--- config.mk ---
export PLATFORM = sky130hd
export DESIGN_NAME = motion_wake_sleep
export DESIGN_NICKNAME = d
export VERILOG_FILES = /design/src/rtl/mws_pkg.sv /design/src/rtl/mws_dir_detect.sv /design/src/rtl/mws_debounce.sv /design/src/rtl/mws_status.sv /design/src/rtl/motion_wake_sleep.sv
export SDC_FILE = /design/constraint.sdc
export NUM_CORES = 1
export LEC_CHECK = 0
export BUFFER_PORTS_ARGS = -buffer_cell sky130_fd_sc_hd__buf_4
export CAP_MARGIN = 0
export CORE_MARGIN = 2
export CORE_UTILIZATION = 35
export CTS_CLUSTER_DIAMETER = 30
export CTS_CLUSTER_SIZE = 25
export DETAILED_ROUTE_END_ITERATION = 16
export SLEW_MARGIN = 40
export SYNTH_ARGS = -nofsm -noshare
export SYNTH_HDL_FRONTEND = slang
export SYNTH_HIERARCHICAL = 1
export SYNTH_SLANG_ARGS = --single-unit
--- constraint.sdc ---
create_clock -name clk -period 7.2 [get_ports clk]
set_clock_uncertainty 0.1 [all_clocks]
set_input_delay 0.36 -clock clk [delete_from_list [all_inputs] [get_ports clk]]
set_output_delay 0.36 -clock clk [all_outputs]
set_load 0.03 [all_outputs]
--- src/rtl/mws_pkg.sv ---
package mws_pkg;
    typedef enum logic [0:0] {
        ST_SLEEP = 1'b0,
        ST_AWAKE = 1'b1
    } mws_state_e;

    localparam int AXES = 3;
    localparam int DIRS = 2 * AXES;
endpackage

--- src/rtl/mws_dir_detect.sv ---
module mws_dir_detect
    import mws_pkg::*;
#(
    parameter int SW = 16
) (
    input  logic [AXES-1:0][SW-1:0] smp,
    input  logic [DIRS-1:0]         dir_en,
    input  logic [SW-1:0]           thr,
    output logic                    exceed
);
    logic [DIRS-1:0] hit;

    for (genvar a = 0; a < AXES; a++) begin : g_axis
        logic          neg;
        logic [SW-1:0] mag;
        logic          big;
        assign neg = smp[a][SW-1];
        assign mag = neg ? (~smp[a] + 1'b1) : smp[a];
        assign big = mag > thr;
        assign hit[2*a]   = big & ~neg & dir_en[2*a];
        assign hit[2*a+1] = big &  neg & dir_en[2*a+1];
    end

    assign exceed = |hit;
endmodule

--- src/rtl/mws_debounce.sv ---
module mws_debounce #(
    parameter int CW = 8
) (
    input  logic          clk,
    input  logic          rst_n,
    input  logic          arm,
    input  logic          step,
    input  logic          hit,
    input  logic [CW-1:0] limit,
    output logic          fire
);
    logic [CW-1:0] cnt;
    logic [CW:0]   nxt;
    logic [CW:0]   lim_eff;

    assign nxt     = {1'b0, cnt} + 1'b1;
    assign lim_eff = (limit == '0) ? (CW+1)'(1) : {1'b0, limit};
    assign fire    = arm & step & hit & (nxt >= lim_eff);

    always_ff @(posedge clk or negedge rst_n) begin
        if (!rst_n)                 cnt <= '0;
        else if (!arm)              cnt <= '0;
        else if (step) begin
            if (!hit || fire)       cnt <= '0;
            else                    cnt <= nxt[CW-1:0];
        end
    end

    assert_disarm_clears_R6: assert property (@(posedge clk) disable iff (!rst_n)
        !arm |=> (cnt == '0));
    assert_miss_clears_R3: assert property (@(posedge clk) disable iff (!rst_n)
        (arm && step && !hit) |=> (cnt == '0));
    assert_gap_holds_R3: assert property (@(posedge clk) disable iff (!rst_n)
        (arm && !step) |=> (cnt == $past(cnt)));
endmodule

--- src/rtl/mws_status.sv ---
module mws_status (
    input  logic clk,
    input  logic rst_n,
    input  logic set_wake,
    input  logic set_sleep,
    input  logic release_i,
    input  logic act_high,
    output logic wake_flag,
    output logic sleep_flag,
    output logic irq_pin
);
    logic any_flag;

    always_ff @(posedge clk or negedge rst_n) begin
        if (!rst_n) begin
            wake_flag  <= 1'b0;
            sleep_flag <= 1'b0;
        end else begin
            if (set_wake)        wake_flag <= 1'b1;
            else if (release_i)  wake_flag <= 1'b0;
            if (set_sleep)       sleep_flag <= 1'b1;
            else if (release_i)  sleep_flag <= 1'b0;
        end
    end

    assign any_flag = wake_flag | sleep_flag;
    assign irq_pin  = act_high ? any_flag : ~any_flag;

    assert_flag_hold_R8: assert property (@(posedge clk) disable iff (!rst_n)
        (wake_flag && !release_i) |=> wake_flag);
    assert_release_clears_R8: assert property (@(posedge clk) disable iff (!rst_n)
        (release_i && !set_wake && !set_sleep) |=> (!wake_flag && !sleep_flag));
    assert_event_beats_release_R9: assert property (@(posedge clk) disable iff (!rst_n)
        (set_wake || set_sleep) |=> (wake_flag || sleep_flag));
endmodule

--- src/rtl/motion_wake_sleep.sv ---
module motion_wake_sleep
    import mws_pkg::*;
#(
    parameter int SW = 16,
    parameter int CW = 8
) (
    input  logic                 clk,
    input  logic                 rst_n,
    input  logic                 smp_valid,
    input  logic signed [SW-1:0] smp_x,
    input  logic signed [SW-1:0] smp_y,
    input  logic signed [SW-1:0] smp_z,
    input  logic                 wake_en,
    input  logic                 sleep_en,
    input  logic [5:0]           dir_mask,
    input  logic [SW-1:0]        wake_thr,
    input  logic [SW-1:0]        sleep_thr,
    input  logic [CW-1:0]        wake_len,
    input  logic [CW-1:0]        sleep_len,
    input  logic                 irq_act_high,
    input  logic                 force_sleep,
    input  logic                 irq_release,
    output logic                 awake,
    output logic                 wake_evt,
    output logic                 sleep_evt,
    output logic                 irq_pin
);
    mws_state_e              state, state_nxt;
    logic [AXES-1:0][SW-1:0] smp_bus;
    logic                    over_wake, over_sleep;
    logic                    wake_arm, sleep_arm;
    logic                    wake_fire, sleep_fire;

    assign smp_bus = {smp_z, smp_y, smp_x};

    mws_dir_detect #(.SW(SW)) u_wake_det (
        .smp(smp_bus), .dir_en(dir_mask), .thr(wake_thr), .exceed(over_wake));
    mws_dir_detect #(.SW(SW)) u_sleep_det (
        .smp(smp_bus), .dir_en(dir_mask), .thr(sleep_thr), .exceed(over_sleep));

    assign wake_arm  = (state == ST_SLEEP) & wake_en  & ~force_sleep;
    assign sleep_arm = (state == ST_AWAKE) & sleep_en & ~force_sleep;

    mws_debounce #(.CW(CW)) u_wake_cnt (
        .clk(clk), .rst_n(rst_n), .arm(wake_arm), .step(smp_valid),
        .hit(over_wake), .limit(wake_len), .fire(wake_fire));
    mws_debounce #(.CW(CW)) u_sleep_cnt (
        .clk(clk), .rst_n(rst_n), .arm(sleep_arm), .step(smp_valid),
        .hit(~over_sleep), .limit(sleep_len), .fire(sleep_fire));

    always_comb begin
        state_nxt = state;
        unique case (state)
            ST_SLEEP: if (wake_fire)                  state_nxt = ST_AWAKE;
            ST_AWAKE: if (force_sleep || sleep_fire)  state_nxt = ST_SLEEP;
        endcase
    end

    always_ff @(posedge clk or negedge rst_n) begin
        if (!rst_n) state <= ST_SLEEP;
        else        state <= state_nxt;
    end

    always_comb begin
        awake = (state == ST_AWAKE);
    end

    mws_status u_status (
        .clk(clk), .rst_n(rst_n), .set_wake(wake_fire), .set_sleep(sleep_fire),
        .release_i(irq_release), .act_high(irq_act_high),
        .wake_flag(wake_evt), .sleep_flag(sleep_evt), .irq_pin(irq_pin));

    assert_wake_needs_sample_R2: assert property (@(posedge clk) disable iff (!rst_n)
        $rose(awake) |-> $past(smp_valid && wake_en && !force_sleep));
    assert_sleep_cause_R5: assert property (@(posedge clk) disable iff (!rst_n)
        $fell(awake) |-> $past(force_sleep || (smp_valid && sleep_en)));
    assert_force_sleeps_R7: assert property (@(posedge clk) disable iff (!rst_n)
        force_sleep |=> !awake);
    assert_force_no_event_R7: assert property (@(posedge clk) disable iff (!rst_n)
        (force_sleep && !wake_evt && !sleep_evt) |=> (!wake_evt && !sleep_evt));
endmodule

==> summary.md <==
| Metric | Value |
|---|---|
| Core Area | 0.0159 mm² |
| 1st-iter DRT viols | 250 |
| Via count | 5543 |
| # IOs | 114 |
| P_leak | 0.00316 µW |
| Yosys cell types | 59 |
| FP Rows | 46 |
| H-Tree Depth | 1 |
| FF+latch count, synth | 19 |
| Worst skew pair latency | 0.25 ns |
| Most numerous cell in the Yosys netlist | ha_1 |
| Max-cap violations | 0 |
| Final ANT Viol Nets | 0 |
| Ys flop type | dfrtp_1 |
| Cts repair resizes | 0 |
| Hold_sp | irq_release |
| CTS tree | built |
| R2R cell count | 10 |
| Setup WS post-layout | 2.89 ns |
| Port Buf Inserts | 113 |
| Mapped Cells | 739 |
| Net count after synthesis | 969 |
| CTS Buffer Depth | 2 |
| Tmin final | 4.31 ns |
| CP arrival | 4.34 ns |
| Drt drc | 0 |
| Worst r2r src | u_wake_cnt/cnt[0] |
| First-pass GRT wire length | 26.5 mm |
| Area leader, netlist | ha_1 |
| Cell area after synthesis | 0.00573 mm² |
| Drt pass-1 iters | 4 |
| Nets | 1072 |
| Wire per inst | 15.2 µm |
| Outcome | completed |
| Critical path required time | 7.23 ns |
| Post-DR vias/cell | 5.24 |
| Top Layer Used | met4 |
| P&R area growth vs syn | 19.7% |
| Antenna violations before repair | 0 |
| Die Wd | 132 µm |
| Worst VDD drop | 0.104 mV |
| Setup slack, reg-to-reg | 3.99 ns |
| Critical Path Source | smp_z[5] |
| Worst relative slew slack | 66.5% |
| Worst R2R End | awake |
| Die area | 0.0174 mm² |
| Met2 routed WL | 7.82 mm |
| Clock root buffer | clkbuf_16 |
| Clock sinks | 19 |
| CP max FO | 10 |
| Post-synth top area share | 26.2% |
| Post-CTS setup repair buffer count | 0 |
| Total routed wirelength | 16.1 mm |
| Avg Inst Size Synth | 7.75 µm² |
| Peak Freq | 232 MHz |
| Setup CP Type | in -> reg |
| Synth area leaders | ha_1, xnor2_1, dfrtp_1, a21oi_1, inv_1 |
| Gp weighted congestion | 0.896 |
| Final Hold Viols | 0 |
| Crit path launch type | primary input |
| Share of post-route cells with drive strength above 1 | 16.6% |
| Final period util | 59.9% |
| Hold crit path type | in -> reg |
| Power consumption | 579 µW |
| Antenna Cells | 0 |
| Initial Util | 35.9% |
| Global Route Usage Sum | 18.2% |
| DRT met1 WL | 7.61 mm |
| Grt ovf | 0 |
| Unrepaired setup endpoints after global routing | false |
| Setup TNS | 0 ns |
| CP endpoint kind | flip-flop |
| CTS Hold Bufs | 1 |
| Clk pin slew, worst setup/hold paths | 0.05 ns |
| Seq/Total Area, Yosys | 8.30% |
| Ys async rst share | 100% |
| Tightest Pin Transition | 0.503 ns |
| Largest net degree at the start of global routing | 35 |
| Setup Slack @ Placement | 2.65 ns |
| Final Setup Violations | 0 |
| WHS Endpoint | u_status/wake_flag |
| Final Util | 43.0% |
| Cell Pwr Density | 84.4 mW/mm² |
| YS warnings | 6 |
| DP Wirelength | 13.7 mm |
| Die height | 132 µm |
| Vias in the first global route | 5235 |
| Post-synth EDFFs | 0 |
| Hold path cells | 3 |
| FILL cells | 1669 |
| Num CTS Buffers | 3 |
| Pins Over Slew Limit | 0 |
| Most frequent cells after synthesis | ha_1, xnor2_1, inv_1, nand2_1, a21oi_1 |
| DR WL met3 | 579 µm |
cell usage in the layout (no fill, tap or decap), types with 10 or more instances in the layout:
| master | count |
|---|---|
| o31ai_1 | 22 |
| o21ai_0 | 39 |
| nand4_1 | 28 |
| nand2_1 | 65 |
| a21oi_1 | 55 |
| nand2b_1 | 19 |
| inv_1 | 68 |
| dfrtp_1 | 19 |
| xnor2_1 | 79 |
| nand3_1 | 28 |
| nor3_1 | 16 |
| buf_4 | 113 |
| ha_1 | 120 |
| xor2_1 | 10 |
| nor2_1 | 25 |
area by class of cell:
class	instances	area [µm²]	share of cell area, %
clock buffer	4	78.8	1.15
tap	216	270	3.94
inverter	68	255	3.72
timing repair buffer	114	858	12.5
multi-input combinational	636	4920	71.7
sequential	19	475	6.93
how the worst max path moves through the flow:
stage,end
after detailed placement,u_wake_cnt/cnt[7]
after global placement,u_wake_cnt/cnt[7]
after floorplan,u_wake_cnt/cnt[7]
after CTS,u_wake_cnt/cnt[7]
final,u_wake_cnt/cnt[7]
after global routing,u_wake_cnt/cnt[7]
logic make-up after synthesis:
kind of cell	Yosys count	synth area share, %
and+or+nand+nor	242	23.6
muxes	7	1.31
buffers and inverters	84	5.81
adders and majority gates	120	26.2
AOI/OAI and AO/OA	176	20.5
DFF	19	8.30
xor gates and xnor gates	91	14.2
critical path: stages:
cell     delay [ns]
buf_4          0.14
or4_1          0.57
nor3_1         0.32
nand3_1        0.19
o31ai_1        0.28
xnor2_1        0.10
ha_1           0.30
nand4_1        0.15
nor4_1         0.43
a21oi_1        0.14
nor2b_1        0.14
a22o_1         0.22
a211o_1        0.30
inv_1          0.09
a41oi_2        0.10
and2_1         0.27
a41o_1         0.24
flip-flops by register name (all words and copies together) (netlist names):
register	flops
awake	1
u_sleep_cnt/cnt	8
u_status/sleep_flag	1
u_status/wake_flag	1
u_wake_cnt/cnt	8
routing by layer:
metal / vias to the layer above / global-route usage [%]
met5: - / 0
met4: 0 / 1.69
met3: 6 / 1.61
met2: 119 / 32.7
met1: 2490 / 24.4
li1: 2928 / -
through the flow:
stage | cells | hold WS, ns | cell area, µm²
global route | 1057 | 0.320 | 6860
floorplan | 739 | -0.0356 | 5730
global placement | 1052 | 0.152 | 6770
CTS | 1057 | 0.310 | 6860
finish | 1057 | 0.309 | 6860
detailed placement | 1052 | 0.150 | 6770
power by group:
group,total (µW),switching (µW),internal [µW]
clock network,114,39.0,75.3
registers,108,0.450,107
logic,357,194,163
No activity file was read; power rests on OpenSTA's default activity.
